--- src/rtl/crcq_pkg.sv ---
package crcq_pkg;
  localparam int CRC_W = 16;
  localparam int NIB_W = 4;

  typedef logic [CRC_W-1:0] crc_t;
  typedef logic [NIB_W-1:0] nib_t;

  // One nibble of the feedback update, taps at offsets 12, 5 and 0
  function automatic crc_t nib_update(crc_t cur, nib_t nib);
    nib_t s;
    crc_t r;
    s = cur[CRC_W-1 -: NIB_W] ^ nib;
    r = {cur[CRC_W-NIB_W-1:0], {NIB_W{1'b0}}};
    r = r ^ {s, 12'b0} ^ {7'b0, s, 5'b0} ^ {12'b0, s};
    return r;
  endfunction
endpackage

--- src/rtl/crcq_step.sv ---
module crcq_step
  import crcq_pkg::*;
(
  input  crc_t crc_i,
  input  nib_t nib_i,
  output crc_t crc_o
);
  assign crc_o = nib_update(crc_i, nib_i);
endmodule

--- src/rtl/crcq_chain.sv ---
module crcq_chain
  import crcq_pkg::*;
#(
  parameter int STEPS = 8
) (
  input  crc_t                     seed_i,
  input  logic [STEPS*NIB_W-1:0]   data_i,
  output crc_t                     crc_o
);
  crc_t stage [0:STEPS];

  assign stage[0] = seed_i;

  // Most significant nibble enters first
  for (genvar g = 0; g < STEPS; g++) begin : g_stage
    crcq_step u_step (
      .crc_i (stage[g]),
      .nib_i (data_i[(STEPS-1-g)*NIB_W +: NIB_W]),
      .crc_o (stage[g+1])
    );
  end

  assign crc_o = stage[STEPS];
endmodule

--- src/rtl/crcq_core.sv ---
module crcq_core
  import crcq_pkg::*;
#(
  parameter int ITERATIVE = 0,
  parameter int WORD_W    = 32
) (
  input  logic              clk,
  input  logic              rst,
  input  logic              clear,
  input  logic              take,
  input  logic              take_last,
  input  logic [WORD_W-1:0] word_i,
  output logic              busy_o,
  output logic              fin_o,
  output crc_t              fin_crc_o
);
  localparam int NIBS = WORD_W / NIB_W;
  localparam int SW   = (NIBS > 1) ? $clog2(NIBS) : 1;

  if (ITERATIVE == 0) begin : g_unroll
    crc_t acc;
    crc_t nxt;

    crcq_chain #(.STEPS(NIBS)) u_chain (
      .seed_i (acc),
      .data_i (word_i),
      .crc_o  (nxt)
    );

    always_ff @(posedge clk) begin
      if (rst || clear) begin
        acc <= '0;
      end else if (take) begin
        acc <= take_last ? '0 : nxt;
      end
    end

    assign busy_o    = 1'b0;
    assign fin_o     = take & take_last & ~clear;
    assign fin_crc_o = nxt;
  end else begin : g_iter
    localparam logic [SW-1:0] LAST_STEP = SW'(NIBS - 1);

    crc_t              acc;
    crc_t              nxt;
    logic [WORD_W-1:0] sh;
    logic [SW-1:0]     step;
    logic              busy;
    logic              lastq;

    crcq_chain #(.STEPS(1)) u_chain (
      .seed_i (acc),
      .data_i (sh[WORD_W-1 -: NIB_W]),
      .crc_o  (nxt)
    );

    always_ff @(posedge clk) begin
      if (rst || clear) begin
        acc   <= '0;
        sh    <= '0;
        step  <= '0;
        busy  <= 1'b0;
        lastq <= 1'b0;
      end else if (take) begin
        sh    <= word_i;
        step  <= '0;
        busy  <= 1'b1;
        lastq <= take_last;
      end else if (busy) begin
        sh   <= {sh[WORD_W-NIB_W-1:0], {NIB_W{1'b0}}};
        step <= step + 1'b1;
        if (step == LAST_STEP) begin
          busy <= 1'b0;
          acc  <= lastq ? '0 : nxt;
        end else begin
          acc  <= nxt;
        end
      end
    end

    assign busy_o    = busy;
    assign fin_o     = busy & (step == LAST_STEP) & lastq & ~clear;
    assign fin_crc_o = nxt;
  end
endmodule

--- src/rtl/crcq_len.sv ---
module crcq_len #(
  parameter int CNT_W = 16
) (
  input  logic             clk,
  input  logic             rst,
  input  logic             clear,
  input  logic             take,
  input  logic             take_last,
  output logic [CNT_W-1:0] len_now_o,
  output logic [CNT_W-1:0] len_q_o
);
  logic [CNT_W-1:0] count;

  assign len_now_o = count + 1'b1;

  always_ff @(posedge clk) begin
    if (rst || clear) begin
      count   <= '0;
      len_q_o <= '0;
    end else if (take) begin
      count <= take_last ? '0 : len_now_o;
      if (take_last) len_q_o <= len_now_o;
    end
  end
endmodule

--- src/rtl/crcq_engine.sv ---
module crcq_engine
  import crcq_pkg::*;
#(
  parameter int ITERATIVE = 0,
  parameter int WORD_W    = 32,
  parameter int CNT_W     = 16
) (
  input  logic                    clk,
  input  logic                    rst,
  input  logic                    start,
  input  logic                    in_valid,
  output logic                    in_ready,
  input  logic [WORD_W-1:0]       in_data,
  input  logic                    in_last,
  output logic                    done,
  output logic [CRC_W-1:0]        crc_out,
  output logic [CNT_W+CRC_W-1:0]  hdr_out
);
  logic             busy;
  logic             take;
  logic             fin;
  crc_t             fin_crc;
  logic [CNT_W-1:0] len_now;
  logic [CNT_W-1:0] len_q;
  logic [CNT_W-1:0] len_sel;
  logic [CNT_W-1:0] hdr_cnt;

  assign in_ready = ~start & ~busy;
  assign take     = in_valid & in_ready;

  crcq_core #(.ITERATIVE(ITERATIVE), .WORD_W(WORD_W)) u_core (
    .clk       (clk),
    .rst       (rst),
    .clear     (start),
    .take      (take),
    .take_last (in_last),
    .word_i    (in_data),
    .busy_o    (busy),
    .fin_o     (fin),
    .fin_crc_o (fin_crc)
  );

  crcq_len #(.CNT_W(CNT_W)) u_len (
    .clk       (clk),
    .rst       (rst),
    .clear     (start),
    .take      (take),
    .take_last (in_last),
    .len_now_o (len_now),
    .len_q_o   (len_q)
  );

  // Unrolled finishes at the last take; iterative finishes later
  assign len_sel = (ITERATIVE != 0) ? len_q : len_now;

  always_ff @(posedge clk) begin
    if (rst || start) begin
      done    <= 1'b0;
      crc_out <= '0;
      hdr_cnt <= '0;
    end else begin
      done <= fin;
      if (fin) begin
        crc_out <= fin_crc;
        hdr_cnt <= len_sel;
      end
    end
  end

  assign hdr_out = {hdr_cnt, crc_out};
endmodule

--- config.mk ---
export PLATFORM = sky130hd
export DESIGN_NAME = crcq_engine
export DESIGN_NICKNAME = d
export VERILOG_FILES = /design/src/rtl/crcq_pkg.sv /design/src/rtl/crcq_step.sv /design/src/rtl/crcq_chain.sv /design/src/rtl/crcq_core.sv /design/src/rtl/crcq_len.sv /design/src/rtl/crcq_engine.sv
export SDC_FILE = /design/constraint.sdc
export NUM_CORES = 1
export LEC_CHECK = 0
export BUFFER_PORTS_ARGS = -buffer_cell sky130_fd_sc_hd__buf_2
export CAP_MARGIN = 25
export CORE_UTILIZATION = 35
export CTS_CLUSTER_DIAMETER = 120
export DETAILED_ROUTE_END_ITERATION = 6
export GPL_TIMING_DRIVEN = 0
export HOLD_SLACK_MARGIN = 0.12
export SLEW_MARGIN = 20
export SYNTH_ARGS = -nofsm -noshare
export SYNTH_HDL_FRONTEND = slang
export SYNTH_HIERARCHICAL = 1
export SYNTH_SLANG_ARGS = --single-unit
export TNS_END_PERCENT = 10
--- constraint.sdc ---
create_clock -name clk -period 8.4 [get_ports clk]
set_clock_uncertainty 0.15 [all_clocks]
set_input_delay 2.52 -clock clk [delete_from_list [all_inputs] [get_ports clk]]
set_output_delay 2.52 -clock clk [all_outputs]
set_load 0.02 [all_outputs]
After elaboration in Yosys (flattened, before gate mapping)

Cells that the tools add are included.

Register bits: 65

Reduce and logical (&&, ||, !) cells: 1
Add/sub/neg operators: 1
Multiplexer cells: 2
Bitwise gates (word level): 36

Operator list:

| kind                                                             | number |
|---|---|
| 16-bit bitwise XOR                                               | 8 |
| 16-bit by 4-bit bitwise XOR with 16-bit output                   | 8 |
| 16-bit by 9-bit bitwise XOR with 16-bit output                   | 8 |
| 16-bit 2-to-1 mux                                                | 2 |
| 4-bit bitwise XOR                                                | 8 |
| 16-bit by 1-bit adder with 16-bit output (second input constant) | 1 |
| 1-bit bitwise AND                                                | 3 |
| 1-bit logical OR                                                 | 1 |
| 1-bit inverter                                                   | 1 |

Logic depth before layout (Yosys ltp)

Gate-level depths: netlist (run 1).

Depth after elaboration: 33
Mapped depth: 10
Mapped depth without buffers: 10

Cells and area by module

Netlist (run 1), hierarchy kept.

Modules (own cells, without submodules):

| module      | instances | area each (µm²) | cells each |
|---|---|---|---|
| crcq_step   | 8         | 255.2           | 16 |
| crcq_len    | 1         | 1,577.8         | 200 |
| crcq_engine | 1         | 1,333.8         | 126 |
| crcq_core   | 1         | 732.0           | 75 |

Least setup slack after synthesis (run 1)

No wires, ideal clock.

Path kind: input-to-reg
From: input port in_data[28]
To: register crc_out[12]
Required time: 8.136 ns
Library setup time: 0.114 ns
Arrival: 6.227 ns
Path slack: 1.909 ns
Buffers on the path: 0
Cell stages on the path: 10
Path through: xor3_1 -> xor3_1 -> xor3_1 -> xor3_1 -> xor3_1 -> xor3_1 -> xor3_1 -> xor3_1 -> mux2i_1 -> nor2_1

RTL lines:

| item                 | line              | RTL |
|---|---|---|
| from (decl)          | crcq_engine.sv:13 | `input logic [WORD_W-1:0] in_data,` |
| to (signal assigned) | crcq_engine.sv:64 | `crc_out <= fin_crc;` |
| to (decl)            | crcq_engine.sv:16 | `output logic [CRC_W-1:0] crc_out,` |

==> results.sh, run 1 <==
export IMPL_dpl_hpwl_mm=8.74
export IMPL_min_period_over_period_pct=78.6
export IMPL_fmax_mhz=151
export IMPL_post_cts_setup_buffer_count=0
export IMPL_rr_startpoint="u_core/g_unroll.acc[15]"
export IMPL_rsz0062_at_grt="false"
export IMPL_start_util_pct=36.4
export IMPL_drt_first_pass_iters=5
export IMPL_gr_usage_met1_pct=18.9
export IMPL_hold_ws_ps=328
export IMPL_syn_nets=505
export IMPL_setup_worst_path_start_class="input pin"
export IMPL_hp_class="register to register"
export IMPL_wl_per_cell_um=14.6
export IMPL_coreArea_um2=14100
export IMPL_cts_resized=0
export IMPL_required_ps=8470
export IMPL_relSlewSlack_pct=60.0
export IMPL_grt_busiest_layer="met2"
export IMPL_numCtsBuffers=9
export IMPL_critical_path_class="input pin to register"
export IMPL_antenna_cells=0
export IMPL_grt_antenna_before_repair=0
export IMPL_crit_fanout=3
export IMPL_drv_cap=0
export IMPL_h_tree_depth=3
export IMPL_fin_crit_ps=6600
export IMPL_vias_per_cell=4.55
export IMPL_grt_first_pass_wirelength_mm=16.9
export IMPL_num_vias=3411
export IMPL_fp_dieH_um=123
export IMPL_overflow=0
export IMPL_synth_area_um2=5130
export IMPL_max_slew_worst_pin_slew_ps=595
export IMPL_r2r_cells=10
export IMPL_clockBufferDepth=2
export IMPL_status="finished, final reports clean"
export IMPL_drt_antenna_violating_nets=0
export IMPL_path_clk_slew_ps=50
export IMPL_drt_iter0_drc=119
export IMPL_worst_r2r_endpoint="crc_out[15]"
export IMPL_critPathLaunch="in_data[28]"
export IMPL_gp_congestion=0.816
export IMPL_grt_start_max_net_pins=13
export IMPL_use_met3_pct=2.58
export IMPL_clock_latency_ps=320
export IMPL_root_buffer="clkbuf_16"
export IMPL_drive_gt1_share_pct=32.5
export IMPL_yosysWarnings=6
export IMPL_totalWireLength_mm=10.9
export IMPL_grt_pass1_vias=3272
export IMPL_worstSetupEndpoint="crc_out[12]"
export IMPL_drv_slew=0
export IMPL_tritoncts="done"
export IMPL_drc=0
export IMPL_syn_inst=467
export IMPL_pin_count=87
export IMPL_met2_usage_pct=25.7
export IMPL_dpl_worst_slack_ps=1440
export IMPL_arrival_ps=6670
export IMPL_syn_mean_instance_area_um2=11.0
export IMPL_grt_total_usage_pct=14.9
export IMPL_rows=43
export IMPL_rrSetupSlack_ps=3670
export IMPL_syn_to_final_growth_pct=18.5
export IMPL_tns_ps=0
export IMPL_cts_hold_buf=0
export IMPL_fin_nets=602
export IMPL_io_buffers=86
export IMPL_cp_end_kind="register"
export IMPL_cts_sinks=65
export IMPL_hold_viol_final=0
export IMPL_die_width_um=123
export IMPL_fin_ws_ps=1800
export IMPL_setup_violations=0
export IMPL_die_area_um2=15100
==> cell usage in the layout, fill, tap and decap left out, types with 2 or more instances in the layout <==
cell type  instances
xor2_1            37
clkbuf_8           4
nand3b_1          18
xnor2_1            9
or3_1              4
nand3_1            9
or3b_2             3
buf_8              3
mux2i_1           33
nand4_1            4
dfxtp_1           65
a22oi_1            2
clkbuf_1          10
clkbuf_16          9
clkinv_2           2
inv_1             10
nand2_1           16
buf_4             53
nor3_1             4
buf_2             91
or2_1              2
nor4_1             3
a21oi_2           10
buf_6              2
xor3_1            64
nand2b_1          17
a31oi_1            6
o21ai_0            4
a21oi_1           12
nor2_1            50
==> layout make-up <==
type,count,area [um2]
Clock inverter,2,10.0
Tap cell,180,225
Buffer,73,544
Multi-Input combinational cell,319,3250
Inverter,10,37.5
Clock buffer,14,284
Timing Repair Buffer,86,430
Sequential cell,65,1300
Fill cell,1387,8020
==> worst min path at each step <==
| stage | from | endpoint | slack, ps | cells past startpoint |
|---|---|---|---|---|
| 6_report | u_core/g_unroll.acc[7] | u_core/g_unroll.acc[7] | 330 | 2 |
| 5_1_grt | u_core/g_unroll.acc[7] | u_core/g_unroll.acc[7] | 340 | 2 |
| 4_1_cts | u_core/g_unroll.acc[7] | u_core/g_unroll.acc[7] | 330 | 2 |
| 3_5_place_dp | u_core/g_unroll.acc[5] | u_core/g_unroll.acc[5] | 320 | 2 |
| 3_3_place_gp | u_core/g_unroll.acc[5] | u_core/g_unroll.acc[5] | 320 | 2 |
| 2_1_floorplan | u_core/g_unroll.acc[10] | u_core/g_unroll.acc[10] | 300 | 2 |
==> through the flow <==
step / area (um2) / util (%) / instances
after floorplan: 5130 / - / 467
after CTS: 6080 / 43.1 / 749
after global routing: 6080 / 43.1 / 749
after detailed placement: 5790 / 41.1 / 733
final: 6080 / 43.1 / 749
after global placement: 5790 / 41.1 / 733
==> flip-flops by register name, summed over array words and instances, names as in the netlist <==
name	flops
u_len/count	16
u_core/g_unroll.acc	16
hdr_cnt	16
done	1
crc_out	16
==> routing by layer <==
metal / wire length (um) / vias up / share of wire [%]
met3: 451 / 11 / 4.1
li1: - / 1733 / -
met2: 5450 / 67 / 50
met4: 176 / 0 / 1.6
met1: 4840 / 1600 / 44
met5: 0 / - / 0
==> critical path: stages <==
cell,delay (ps)
buf_2,110
xor3_1,500
xor3_1,490
xor3_1,470
xor3_1,470
xor3_1,470
xor3_1,470
xor3_1,460
xor3_1,480
mux2i_1,170
nor2_1,50
Power of run 1 is not shown: default switching activity piles up to over one toggle a cycle in this logic, so the estimate is an artifact.
==> run 2, diff against run 1 <==
clock period = 5.9 ns   (was 8.4 ns; I/O delays follow)
==> run 2 against run 1 <==
  * Utilization up 0.11 points
  * Flip-flop and latch count unchanged
  * First-iteration DRC count rose by 10%
  * Clock-buffer cell count stayed put
  * Largest cell class unchanged
  * Routed wire length increased by 0.42%
  * Worst setup slack worse by 1700 ps
  * Die area is the same
  * Critical path depth stayed put
  * Cell count unchanged
  * Sequential share of layout area down 0.053 points
  * Non-clock buffer count did not move
==> results.sh, run 2 (synthesis gave the netlist of run 1 again) <==
export IMPL_critPathLaunch="in_data[31]"
export IMPL_fmax_mhz=173
export IMPL_tritoncts="done"
export IMPL_path_clk_slew_ps=50
export IMPL_drt_first_pass_iters=4
export IMPL_layout_common_cells="buf_2, dfxtp_1, buf_4, xor3_1, nor2_1"
export IMPL_final_common_cell="buf_2"
export IMPL_overflow=0
export IMPL_dpl_hpwl_mm=8.74
export IMPL_rr_startpoint="u_core/g_unroll.acc[15]"
export IMPL_arrival_ps=5850
export IMPL_pin_count=87
export IMPL_drc=0
export IMPL_crit_fanout=3
export IMPL_setup_worst_path_start_class="input pin"
export IMPL_numCtsBuffers=9
export IMPL_gp_congestion=0.816
export IMPL_min_delay_start="u_core/g_unroll.acc[7]"
export IMPL_coreArea_um2=14100
export IMPL_cp_end_kind="register"
export IMPL_io_buffers=86
export IMPL_totalWireLength_mm=11.0
export IMPL_drt_antenna_violating_nets=0
export IMPL_required_ps=5970
export IMPL_clock_latency_ps=320
export IMPL_grt_start_max_net_pins=13
export IMPL_fin_area_um2=6100
export IMPL_root_buffer="clkbuf_16"
export IMPL_grt_total_usage_pct=14.9
export IMPL_max_slew_worst_pin_slew_ps=583
export IMPL_min_period_over_period_pct=97.9
export IMPL_die_width_um=123
export IMPL_cts_sinks=65
export IMPL_drv_slew=0
export IMPL_clockBufferDepth=2
export IMPL_drv_cap=0
export IMPL_critical_path_class="input pin to register"
export IMPL_fin_nets=602
export IMPL_start_util_pct=36.4
export IMPL_antenna_cells=0
export IMPL_grt_pass1_vias=3272
export IMPL_h_tree_depth=3
export IMPL_setup_violations=0
export IMPL_hold_viol_final=0
export IMPL_relSlewSlack_pct=60.8
export IMPL_num_vias=3399
export IMPL_rows=43
export IMPL_drt_iter0_drc=131
export IMPL_grt_first_pass_wirelength_mm=16.9
export IMPL_syn_to_final_growth_pct=18.8
export IMPL_hp_class="register to register"
export IMPL_cts_hold_buf=0
export IMPL_die_area_um2=15100
export IMPL_place_area_um2=5790
export IMPL_vias_per_cell=4.54
export IMPL_drive_gt1_share_pct=34.6
export IMPL_fin_crit_ps=5780
export IMPL_status="finished, final reports clean"
export IMPL_grt_antenna_before_repair=0
export IMPL_fp_dieH_um=123
export IMPL_final_util_pct=43.2
export IMPL_wl_per_cell_um=14.6
## run 2: stage by stage
stage | cells | TNS [ps] | worst slack (ps) | hold slack (ps)
global route | 749 | -7.52 | -7.52 | 342
finish | 749 | 0 | 124 | 328
floorplan | 467 | 0 | 159 | 300
CTS | 749 | 0 | 13.6 | 330
global placement | 733 | -3220 | -267 | 319
detailed placement | 733 | -3760 | -309 | 319
## run 2: final cells by class
class                           instances  area (um2)
Fill cell                            1384        8000
Multi-Input combinational cell        319        3260
Sequential cell                        65        1300
Buffer                                 73         544
Timing Repair Buffer                   86         430
Clock buffer                           14         284
Tap cell                              180         225
Inverter                               10        37.5
Clock inverter                          2        10.0
## run 2: worst paths after layout
path                             to  slack (ps)  cells past startpoint
max reg2reg             crc_out[15]        1240                     10
min reg2reg  u_core/g_unroll.acc[7]         330                      2
max                     crc_out[15]         120                     11
min          u_core/g_unroll.acc[7]         330                      2
## run 2: layer usage
| layer | share of wire [%] | vias up | GRT usage, % |
|---|---|---|---|
| met5 | 0 | - | 0 |
| met4 | 1.6 | 0 | 5.12 |
| met3 | 4.3 | 11 | 2.58 |
| met2 | 50 | 70 | 25.7 |
| met1 | 44 | 1587 | 18.9 |
| li1 | - | 1731 | - |
## run 2: critical path, cell delays in order
cell and delay (ps):
buf_2 110, xor3_1 500, xor3_1 470, xor3_2 480, xor3_2 470, xor3_2 460, xor3_1 460, xor3_2 480
xor3_1 430, mux2i_1 160, nor2_1 50
## run 2: repair_timing
| action | CTS | global route |
|---|---|---|
| resized for setup | 0 | 12 |
| setup endpoints to repair | 0 | 13 |
| setup buffers | 0 | 0 |
Power of run 2 is left out for the same reason.
